$ cat config.mk
export PLATFORM = sky130hd
export DESIGN_NAME = wdog_rst_top
export DESIGN_NICKNAME = d
export VERILOG_FILES = /design/src/rtl/wdog_pkg.sv /design/src/rtl/wdog_prescaler.sv /design/src/rtl/wdog_stretch.sv /design/src/rtl/wdog_regfile.sv /design/src/rtl/wdog_rst_top.sv
export SDC_FILE = /design/constraint.sdc
export NUM_CORES = 1
export LEC_CHECK = 0
export ABC_AREA = 1
export BUFFER_PORTS_ARGS = -buffer_cell sky130_fd_sc_hd__buf_2
export CORE_UTILIZATION = 45
export CTS_BUF_LIST = sky130_fd_sc_hd__clkbuf_4
export DETAILED_ROUTE_END_ITERATION = 8
export RECOVER_POWER = 100
export SLEW_MARGIN = 25
export SYNTH_ARGS = -nofsm -noshare
export SYNTH_HDL_FRONTEND = slang
export SYNTH_HIERARCHICAL = 1
export SYNTH_SLANG_ARGS = --single-unit
$ cat constraint.sdc
create_clock -name clk_i -period 3.4 [get_ports clk_i]
set_clock_uncertainty 0.15 [all_clocks]
set_input_delay 0.17 -clock clk_i [delete_from_list [all_inputs] [get_ports clk_i]]
set_output_delay 0.17 -clock clk_i [all_outputs]
set_load 0.02 [all_outputs]
$ cat src/rtl/wdog_pkg.sv
package wdog_pkg;
    localparam int DATA_W = 8;

    localparam logic [1:0] ADDR_CTRL  = 2'd0;
    localparam logic [1:0] ADDR_COUNT = 2'd1;
    localparam logic [1:0] ADDR_RSTC  = 2'd2;

    localparam int CTRL_MODE_BIT = 7;
    localparam int CTRL_EN_BIT   = 5;
    localparam int RSTC_FLAG_BIT = 7;
    localparam int RSTC_EN_BIT   = 6;
    localparam int RSTC_SEL_BIT  = 5;

    typedef struct packed {
        logic              mode;
        logic              en;
        logic [2:0]        clksel;
        logic [DATA_W-1:0] count;
        logic              flag;
        logic              armed;
        logic              rst_en;
        logic              rst_sel;
    } wdog_regs_t;

    // log2 of the prescale ratio for each select code
    function automatic logic [3:0] sel_shift(input logic [2:0] sel);
        logic [3:0] sh;
        case (sel)
            3'd0:    sh = 4'd0;
            3'd1:    sh = 4'd2;
            3'd2:    sh = 4'd4;
            3'd3:    sh = 4'd5;
            3'd4:    sh = 4'd6;
            3'd5:    sh = 4'd8;
            3'd6:    sh = 4'd10;
            default: sh = 4'd12;
        endcase
        return sh;
    endfunction
endpackage

$ cat src/rtl/wdog_prescaler.sv
module wdog_prescaler #(
    parameter int PRE_W = 12
) (
    input  logic       clk_i,
    input  logic       rst_ni,
    input  logic       run_i,
    input  logic [2:0] clksel_i,
    output logic       tick_o
);
    import wdog_pkg::*;

    logic [PRE_W-1:0] pre_d, pre_q;
    logic [PRE_W-1:0] mask;

    always_comb begin
        mask   = (PRE_W'(1) << sel_shift(clksel_i)) - PRE_W'(1);
        tick_o = run_i && ((pre_q & mask) == mask);
        pre_d  = run_i ? pre_q + PRE_W'(1) : '0;
    end

    always_ff @(posedge clk_i or negedge rst_ni) begin
        if (!rst_ni) pre_q <= '0;
        else         pre_q <= pre_d;
    end
endmodule

$ cat src/rtl/wdog_stretch.sv
module wdog_stretch #(
    parameter int LEN = 64
) (
    input  logic clk_i,
    input  logic rst_ni,
    input  logic trig_i,
    output logic active_o
);
    localparam int CW = $clog2(LEN + 1);

    logic [CW-1:0] cnt_d, cnt_q;

    always_comb begin
        if (trig_i)            cnt_d = CW'(LEN);
        else if (cnt_q != '0)  cnt_d = cnt_q - CW'(1);
        else                   cnt_d = '0;
        active_o = (cnt_q != '0);
    end

    always_ff @(posedge clk_i or negedge rst_ni) begin
        if (!rst_ni) cnt_q <= '0;
        else         cnt_q <= cnt_d;
    end
endmodule

$ cat src/rtl/wdog_regfile.sv
module wdog_regfile
    import wdog_pkg::*;
(
    input  logic              clk_i,
    input  logic              rst_ni,
    input  logic              wr_en_i,
    input  logic              rd_en_i,
    input  logic [1:0]        addr_i,
    input  logic [DATA_W-1:0] wdata_i,
    input  logic              tick_i,
    input  logic              irst_active_i,
    input  logic              irst_manual_i,
    output logic [DATA_W-1:0] rdata_o,
    output logic              run_o,
    output logic [2:0]        clksel_o,
    output logic              ovf_evt_o,
    output logic              cnt_wr_o,
    output logic [DATA_W-1:0] count_o,
    output logic              flag_o,
    output logic              rst_en_o,
    output logic              rst_sel_o
);
    wdog_regs_t r_d, r_q;
    logic wr_ctrl, wr_rstc;

    always_comb begin
        r_d       = r_q;
        ovf_evt_o = 1'b0;
        wr_ctrl   = wr_en_i && (addr_i == ADDR_CTRL)  && !irst_active_i;
        cnt_wr_o  = wr_en_i && (addr_i == ADDR_COUNT) && !irst_active_i;
        wr_rstc   = wr_en_i && (addr_i == ADDR_RSTC)  && !irst_active_i;
        run_o     = r_q.mode && r_q.en;

        // counting; a write in the same cycle wins over the tick
        if (cnt_wr_o) begin
            r_d.count = wdata_i;
        end else if (run_o && tick_i) begin
            if (r_q.count == '1) begin
                r_d.count = '0;
                ovf_evt_o = 1'b1;
            end else begin
                r_d.count = r_q.count + DATA_W'(1);
            end
        end

        if (wr_ctrl) begin
            r_d.mode   = wdata_i[CTRL_MODE_BIT];
            r_d.en     = wdata_i[CTRL_EN_BIT];
            r_d.clksel = wdata_i[2:0];
            if (r_q.en && !wdata_i[CTRL_EN_BIT]) r_d.count = '0;
        end

        // read of the flag as 1 arms the clear
        if (rd_en_i && (addr_i == ADDR_RSTC) && r_q.flag) r_d.armed = 1'b1;

        if (wr_rstc) begin
            r_d.rst_en  = wdata_i[RSTC_EN_BIT];
            r_d.rst_sel = wdata_i[RSTC_SEL_BIT];
            if (!wdata_i[RSTC_FLAG_BIT] && r_q.armed) begin
                r_d.flag  = 1'b0;
                r_d.armed = 1'b0;
            end
        end

        if (ovf_evt_o) r_d.flag = 1'b1;

        // internal reset: defaults, flag survives a manual reset
        if (irst_active_i) begin
            r_d.mode    = 1'b0;
            r_d.en      = 1'b0;
            r_d.clksel  = '0;
            r_d.count   = '0;
            r_d.rst_en  = 1'b0;
            r_d.rst_sel = 1'b0;
            if (!irst_manual_i) begin
                r_d.flag  = 1'b0;
                r_d.armed = 1'b0;
            end
        end
    end

    always_ff @(posedge clk_i or negedge rst_ni) begin
        if (!rst_ni) r_q <= '0;
        else         r_q <= r_d;
    end

    always_comb begin
        rdata_o = '0;
        case (addr_i)
            ADDR_CTRL: begin
                rdata_o[CTRL_MODE_BIT] = r_q.mode;
                rdata_o[CTRL_EN_BIT]   = r_q.en;
                rdata_o[2:0]           = r_q.clksel;
            end
            ADDR_COUNT: rdata_o = r_q.count;
            ADDR_RSTC: begin
                rdata_o[RSTC_FLAG_BIT] = r_q.flag;
                rdata_o[RSTC_EN_BIT]   = r_q.rst_en;
                rdata_o[RSTC_SEL_BIT]  = r_q.rst_sel;
            end
            default: rdata_o = '0;
        endcase
        clksel_o  = r_q.clksel;
        count_o   = r_q.count;
        flag_o    = r_q.flag;
        rst_en_o  = r_q.rst_en;
        rst_sel_o = r_q.rst_sel;
    end
endmodule

$ cat src/rtl/wdog_rst_top.sv
module wdog_rst_top #(
    parameter int PRE_W    = 12,
    parameter int OVF_LEN  = 64,
    parameter int IRST_LEN = 128
) (
    input  logic       clk_i,
    input  logic       rst_ni,
    input  logic       wr_en_i,
    input  logic       rd_en_i,
    input  logic [1:0] addr_i,
    input  logic [7:0] wdata_i,
    output logic [7:0] rdata_o,
    output logic       ovf_pulse_o,
    output logic       int_rst_o,
    output logic       int_rst_manual_o
);
    logic       run, tick, ovf_evt, cnt_wr, flag, rst_en, rst_sel;
    logic [2:0] clksel;
    logic [7:0] count;
    logic       irst_trig;
    logic       type_d, type_q;

    wdog_prescaler #(.PRE_W(PRE_W)) i_pre (
        .clk_i(clk_i), .rst_ni(rst_ni), .run_i(run),
        .clksel_i(clksel), .tick_o(tick)
    );

    wdog_regfile i_regs (
        .clk_i(clk_i), .rst_ni(rst_ni), .wr_en_i(wr_en_i), .rd_en_i(rd_en_i),
        .addr_i(addr_i), .wdata_i(wdata_i), .tick_i(tick),
        .irst_active_i(int_rst_o), .irst_manual_i(type_q),
        .rdata_o(rdata_o), .run_o(run), .clksel_o(clksel),
        .ovf_evt_o(ovf_evt), .cnt_wr_o(cnt_wr), .count_o(count),
        .flag_o(flag), .rst_en_o(rst_en), .rst_sel_o(rst_sel)
    );

    always_comb begin
        irst_trig = ovf_evt && rst_en;
        type_d    = irst_trig ? rst_sel : type_q;
    end

    always_ff @(posedge clk_i or negedge rst_ni) begin
        if (!rst_ni) type_q <= 1'b0;
        else         type_q <= type_d;
    end

    wdog_stretch #(.LEN(OVF_LEN)) i_ovf_str (
        .clk_i(clk_i), .rst_ni(rst_ni), .trig_i(ovf_evt), .active_o(ovf_pulse_o)
    );

    wdog_stretch #(.LEN(IRST_LEN)) i_irst_str (
        .clk_i(clk_i), .rst_ni(rst_ni), .trig_i(irst_trig), .active_o(int_rst_o)
    );

    assign int_rst_manual_o = int_rst_o && type_q;
endmodule

# After elaboration in Yosys (flattened, before gate mapping)
# Index checks and enable logic that the tools add are counted.
# classes
reduce_logical,24
bitwise_logic,1
mux,25
addsub,5
n_eq_ne,10
n_shift,1
# op_table
operator,n
$mux W8,6
$pmux W4 S7,1
$mux W17,1
$logic_and A1 B1 Y1,15
$mux W7,2
$mux W13,1
$add A12 B1 Y12 const B,1
$and A12 B12 Y12,1
$eq A12 B12 Y1,1
$mux W12,1
$shl A1 B4 Y12 const A,1
$sub A12 B2 Y12 const B,1
$eq A3 B3 Y1 const B,3
$add A8 B1 Y8 const B,1
$eq A8 B8 Y1 const B,1
$reduce_bool A8 Y1,1
$sub A8 B1 Y8 const B,1
$reduce_bool A7 Y1,1
$sub A7 B1 Y7 const B,1
$eq A3 B2 Y1 const B,2
$mux W2,3
$pmux W1 S3,2
$pmux W3 S2,1
$mux W1,5
other kinds (9),12
# totals
elab_cells,78
input_bits,14
regBits,45
output_inout_bits,11

# Longest topological paths before layout
# logic_depth
ltp_word,13
mapped_depth,22

# Modules after synthesis
# Netlist, hierarchy kept.
# by_module_without_submodules
mod,seq_area_each_um2,instances,area_per_inst_um2,cells_per_inst
wdog_regfile,425.4,1,1281.2,169
wdog_prescaler,300.3,1,840.8,133
wdog_stretch (i_irst_str),200.2,1,415.4,47
wdog_stretch (i_ovf_str),175.2,1,395.4,49
wdog_rst_top,25.0,1,52.6,8

# Worst setup path before layout
# Ideal clock, no wire load.
# synth_path
path_kind,register to register
startpoint,"reg i_regs.r_q, in the netlist i_regs/clksel_o[0]"
endpoint,reg i_irst_str.cnt_q[5]
path_buffers,3
setup_ns,0.123
stages_incl_launch_ff,23
period_less_slack_ns,2.725
path_slack_ns,0.675
arrival_ns,2.452
path_cell_list,dfrtp_1 > buf_4 > clkbuf_2 > nor2_2 > nand2_1 > ha_1 > clkbuf_1 > inv_1 > nand2_1 > nand3_1 > nand2_1 > nand2_1 > nand3_1 > nor2_1 > nand3_4 > clkinv_2 > nand4_4 > inv_1 > nand2_1 > inv_1 > inv_1 > o21ai_4 > nor2_2
# synth_via
elab_chain_cells,12
elab_cells_between_ends,18
cone_classes,add/sub (1); eq/ne (7); shift (1); mux (4); bitwise (1); reduce/logical (4)
# synth_rtl
element,line,rtl
start: declaration,wdog_regfile.sv:23,"wdog_regs_t r_d, r_q;"
start signal: assignment,wdog_regfile.sv:84,else r_q <= r_d;
"$eq A3 B3 Y1, or another cell as far along",wdog_pkg.sv:28,case (sel)
$pmux W4 S7 (*),wdog_pkg.sv:28,
$shl A1 B4 Y12 (*),wdog_prescaler.sv:16,mask = (PRE_W'(1) << sel_shift(clksel_i)) - PRE_W'(1);
$sub A12 B2 Y12 (*),wdog_prescaler.sv:16,
$and A12 B12 Y12,wdog_prescaler.sv:17,tick_o = run_i && ((pre_q & mask) == mask);
$eq A12 B12 Y1 (*),wdog_prescaler.sv:17,
$logic_and A1 B1 Y1 (*),wdog_prescaler.sv:17,
named net tick,wdog_rst_top.sv:17,"logic run, tick, ovf_evt, cnt_wr, flag, rst_en, rst_sel;"
$logic_and A1 B1 Y1 (*),wdog_regfile.sv:37,end else if (run_o && tick_i) begin
$mux W1 (*),wdog_regfile.sv:37,
$mux W1 (*),wdog_regfile.sv:35,if (cnt_wr_o) begin
named net ovf_evt,wdog_rst_top.sv:17,
$logic_and A1 B1 Y1 (*),wdog_rst_top.sv:38,irst_trig = ovf_evt && rst_en;
named net irst_trig,wdog_rst_top.sv:20,logic irst_trig;
$mux W8 (*),wdog_stretch.sv:14,if (trig_i) cnt_d = CW'(LEN);
named net i_irst_str.cnt_d[5],wdog_stretch.sv:11,"logic [CW-1:0] cnt_d, cnt_q;"
end signal: assignment,wdog_stretch.sv:22,else cnt_q <= cnt_d;
end: declaration,wdog_stretch.sv:11,
# The timed path passes the listed nets; every way through them passes the cells marked *.
# A chain may end at the register's enable or synchronous reset.

==> results_dict.tcl <==
set metrics [dict create \
    numCtsBuffers 5 \
    whs_path_depth 4 \
    dpl_cell_area_mm2 0.00310 \
    cap_violations 1 \
    dp_hpwl_mm 4.50 \
    synth.avg_cell_area_um2 7.35 \
    met1_usage_pct 26.0 \
    drc_errors 0 \
    cts_sinks 45 \
    drt-total-wl_mm 6.04 \
    top_usage_layer "met2" \
    syn-num-nets 422 \
    grt_util_all_layers_pct 19.8 \
    cp.arrival_ns 3.14 \
    met3_usage_pct 3.30 \
    layout.area.seq_mm2 0.00113 \
    tritoncts "done" \
    p_leak_nw 1.54 \
    maxClockFrequency_ghz 0.336 \
    grt_antenna_before_repair 0 \
    critPathBufInv 3 \
    rsz0062_at_grt "no" \
    firstDrtPassIters 4 \
    critPathKind "reg -> reg" \
    dp_cells 491 \
    avgViaCountPerCell 4.93 \
    synth_warnings 6 \
    status "finished with violations" \
    fp.dieH_um 82.6 \
    syn_area_mm2 0.00293 \
    cts_resized 0 \
    hold_class "in -> reg" \
    hold_slack_ns 0.0444 \
    endpoint_kind "flip-flop" \
    vias 2514 \
    violations "capacitance limit, slew limit" \
    cp.required_ns 3.56 \
    clk_pin_slew_ns 0.15 \
    grt_pass1_vias 2299 \
    clk_path_buf_depth 2 \
    multi_input_area_mm2 0.00144 \
    drive_gt1_share_pct 10.2 \
    io_buffers 24 \
    hold_viol_final 0 \
    worstSetupStartpointType "flip-flop" \
    cp_max_fo 11 \
    r2r_setup_slack_ns 0.42 \
    worst_pin_slew_ns 2.49 \
    initial_core_util_pct 46.3 \
    ir_drop_v 0.000170 \
    stdcell_area_mm2 0.00320 \
    cpPeakStageDelay_ns 0.57 \
    slew_headroom_pct -66.3 \
    cts-root-buf "clkbuf_4" \
    antenna-diode-count 0 \
    grt_max_degree 46 \
    setup_tns_ns 0 \
    nFillCells 647 \
    wl_per_cell_um 11.8 \
    post_cts_buffers 0 \
    die_w_um 82.6 \
    die-area_mm2 0.00683 \
    finalSetupViolations 0 \
    rows 29 \
    fin_cells 510 \
    p_per_area_mw_per_mm2 265 \
    fin_nets 456 \
    cp_slowest_cell "dlygate4sd3_1" \
    syn_to_final_growth_pct 9.54 \
    coreArea_mm2 0.00631 \
    overflow 0 \
    met2_usage_pct 34.0 \
    layout_min_cycle_time_ns 2.98 \
    crit_family "buffers and inverters" \
    cts_max_level 2 \
    ant_nets 0 \
    path_depth 9 \
    path_cells "inv_1 -> ha_1 -> nand2_2 -> or2_0 -> inv_1 -> nand3_1 -> nor2_1 -> a221oi_1 -> dlygate4sd3_1" \
    syn_inst 398 \
    pre_cts_ws_ns 0.634 \
    cpMostUsedCell "inv_1" \
    first_iter_violations 128 \
    reg2regPathDepth 9 \
    io_pins 25 \
    gp_congestion 0.880 \
    timing.final.ws_setup_ns 0.420 \
    grt_pass1_wl_mm 10.3 \
    clk_latency_ns 0.36 \
    finalCritPeriodShare_pct 87.6 \
    slew_violations 46 \
]
## through the flow
stage	power (W)	util (%)
floorplan	0.000558	-
global placement	0.000583	49.0
detailed placement	0.000584	49.1
CTS	0.000871	51.7
global route	0.000889	50.8
finish	0.000850	50.8
## repair_timing
action                     4_1_cts  5_1_grt
hold buffers                    11        0
hold endpoints to repair        58        0
setup endpoints to repair        0        0
## cell usage in the layout (no fill, tap or decap), types with 8 or more instances in the layout
cell and instances:
dfrtp_1 45, buf_2 13, ha_1 10, nand3_1 39, inv_1 68, nor2_1 43, a21oi_1 17, o21ai_0 25
nor2_2 8, nand2_1 90, dlygate4sd3_1 11, clkbuf_1 11
## sequential cells by signal (all words and copies together) (netlist names), 3 cells and up
name,count
i_regs/r_q,3
i_ovf_str/cnt_q,7
i_pre/pre_q,12
i_regs/count_o,8
i_regs/clksel_o,3
i_irst_str/cnt_q,8
## routing by layer
| layer | routed length, um | up-vias | part of all wire (%) |
|---|---|---|---|
| li1 | - | 1324 | - |
| met1 | 2930 | 1149 | 49 |
| met2 | 2910 | 37 | 48 |
| met3 | 147 | 4 | 2.4 |
| met4 | 48 | 0 | 0.79 |
| met5 | 0 | - | 0 |
## final timing paths
path	startpoint	endpoint
max in group asynchronous	rst_ni	i_regs/count_o[2]
min reg2reg	i_irst_str/cnt_q[0]	i_irst_str/cnt_q[0]
max reg2reg	i_irst_str/cnt_q[0]	i_regs/r_q[2]
max	i_irst_str/cnt_q[0]	i_regs/r_q[2]
min in group asynchronous	rst_ni	i_ovf_str/cnt_q[3]
min	wr_en_i	i_regs/rst_sel_o
## worst min-delay path, delay by kind of cell
family                 cells  cell delay [ns]
AOI/OAI and AO/OA          1             0.07
buffers and inverters      1             0.15
and+or+nand+nor            2             0.15
## power by group
group          switching, W  internal (W)
registers                 0      0.000535
clock network      0.000187     0.0000811
logic             0.0000288     0.0000169
## layout make-up
cell class / instances / area share [%]
Clock buffer: 5 / 1.17
Clock inverter: 3 / 0.625
Inverter: 71 / 8.43
Multi-Input combinational cell: 274 / 44.9
Sequential cell: 45 / 35.1
Tap cell: 77 / 3.01
Timing Repair Buffer: 35 / 6.76
Note: power is estimated with default switching activity, not from simulation.
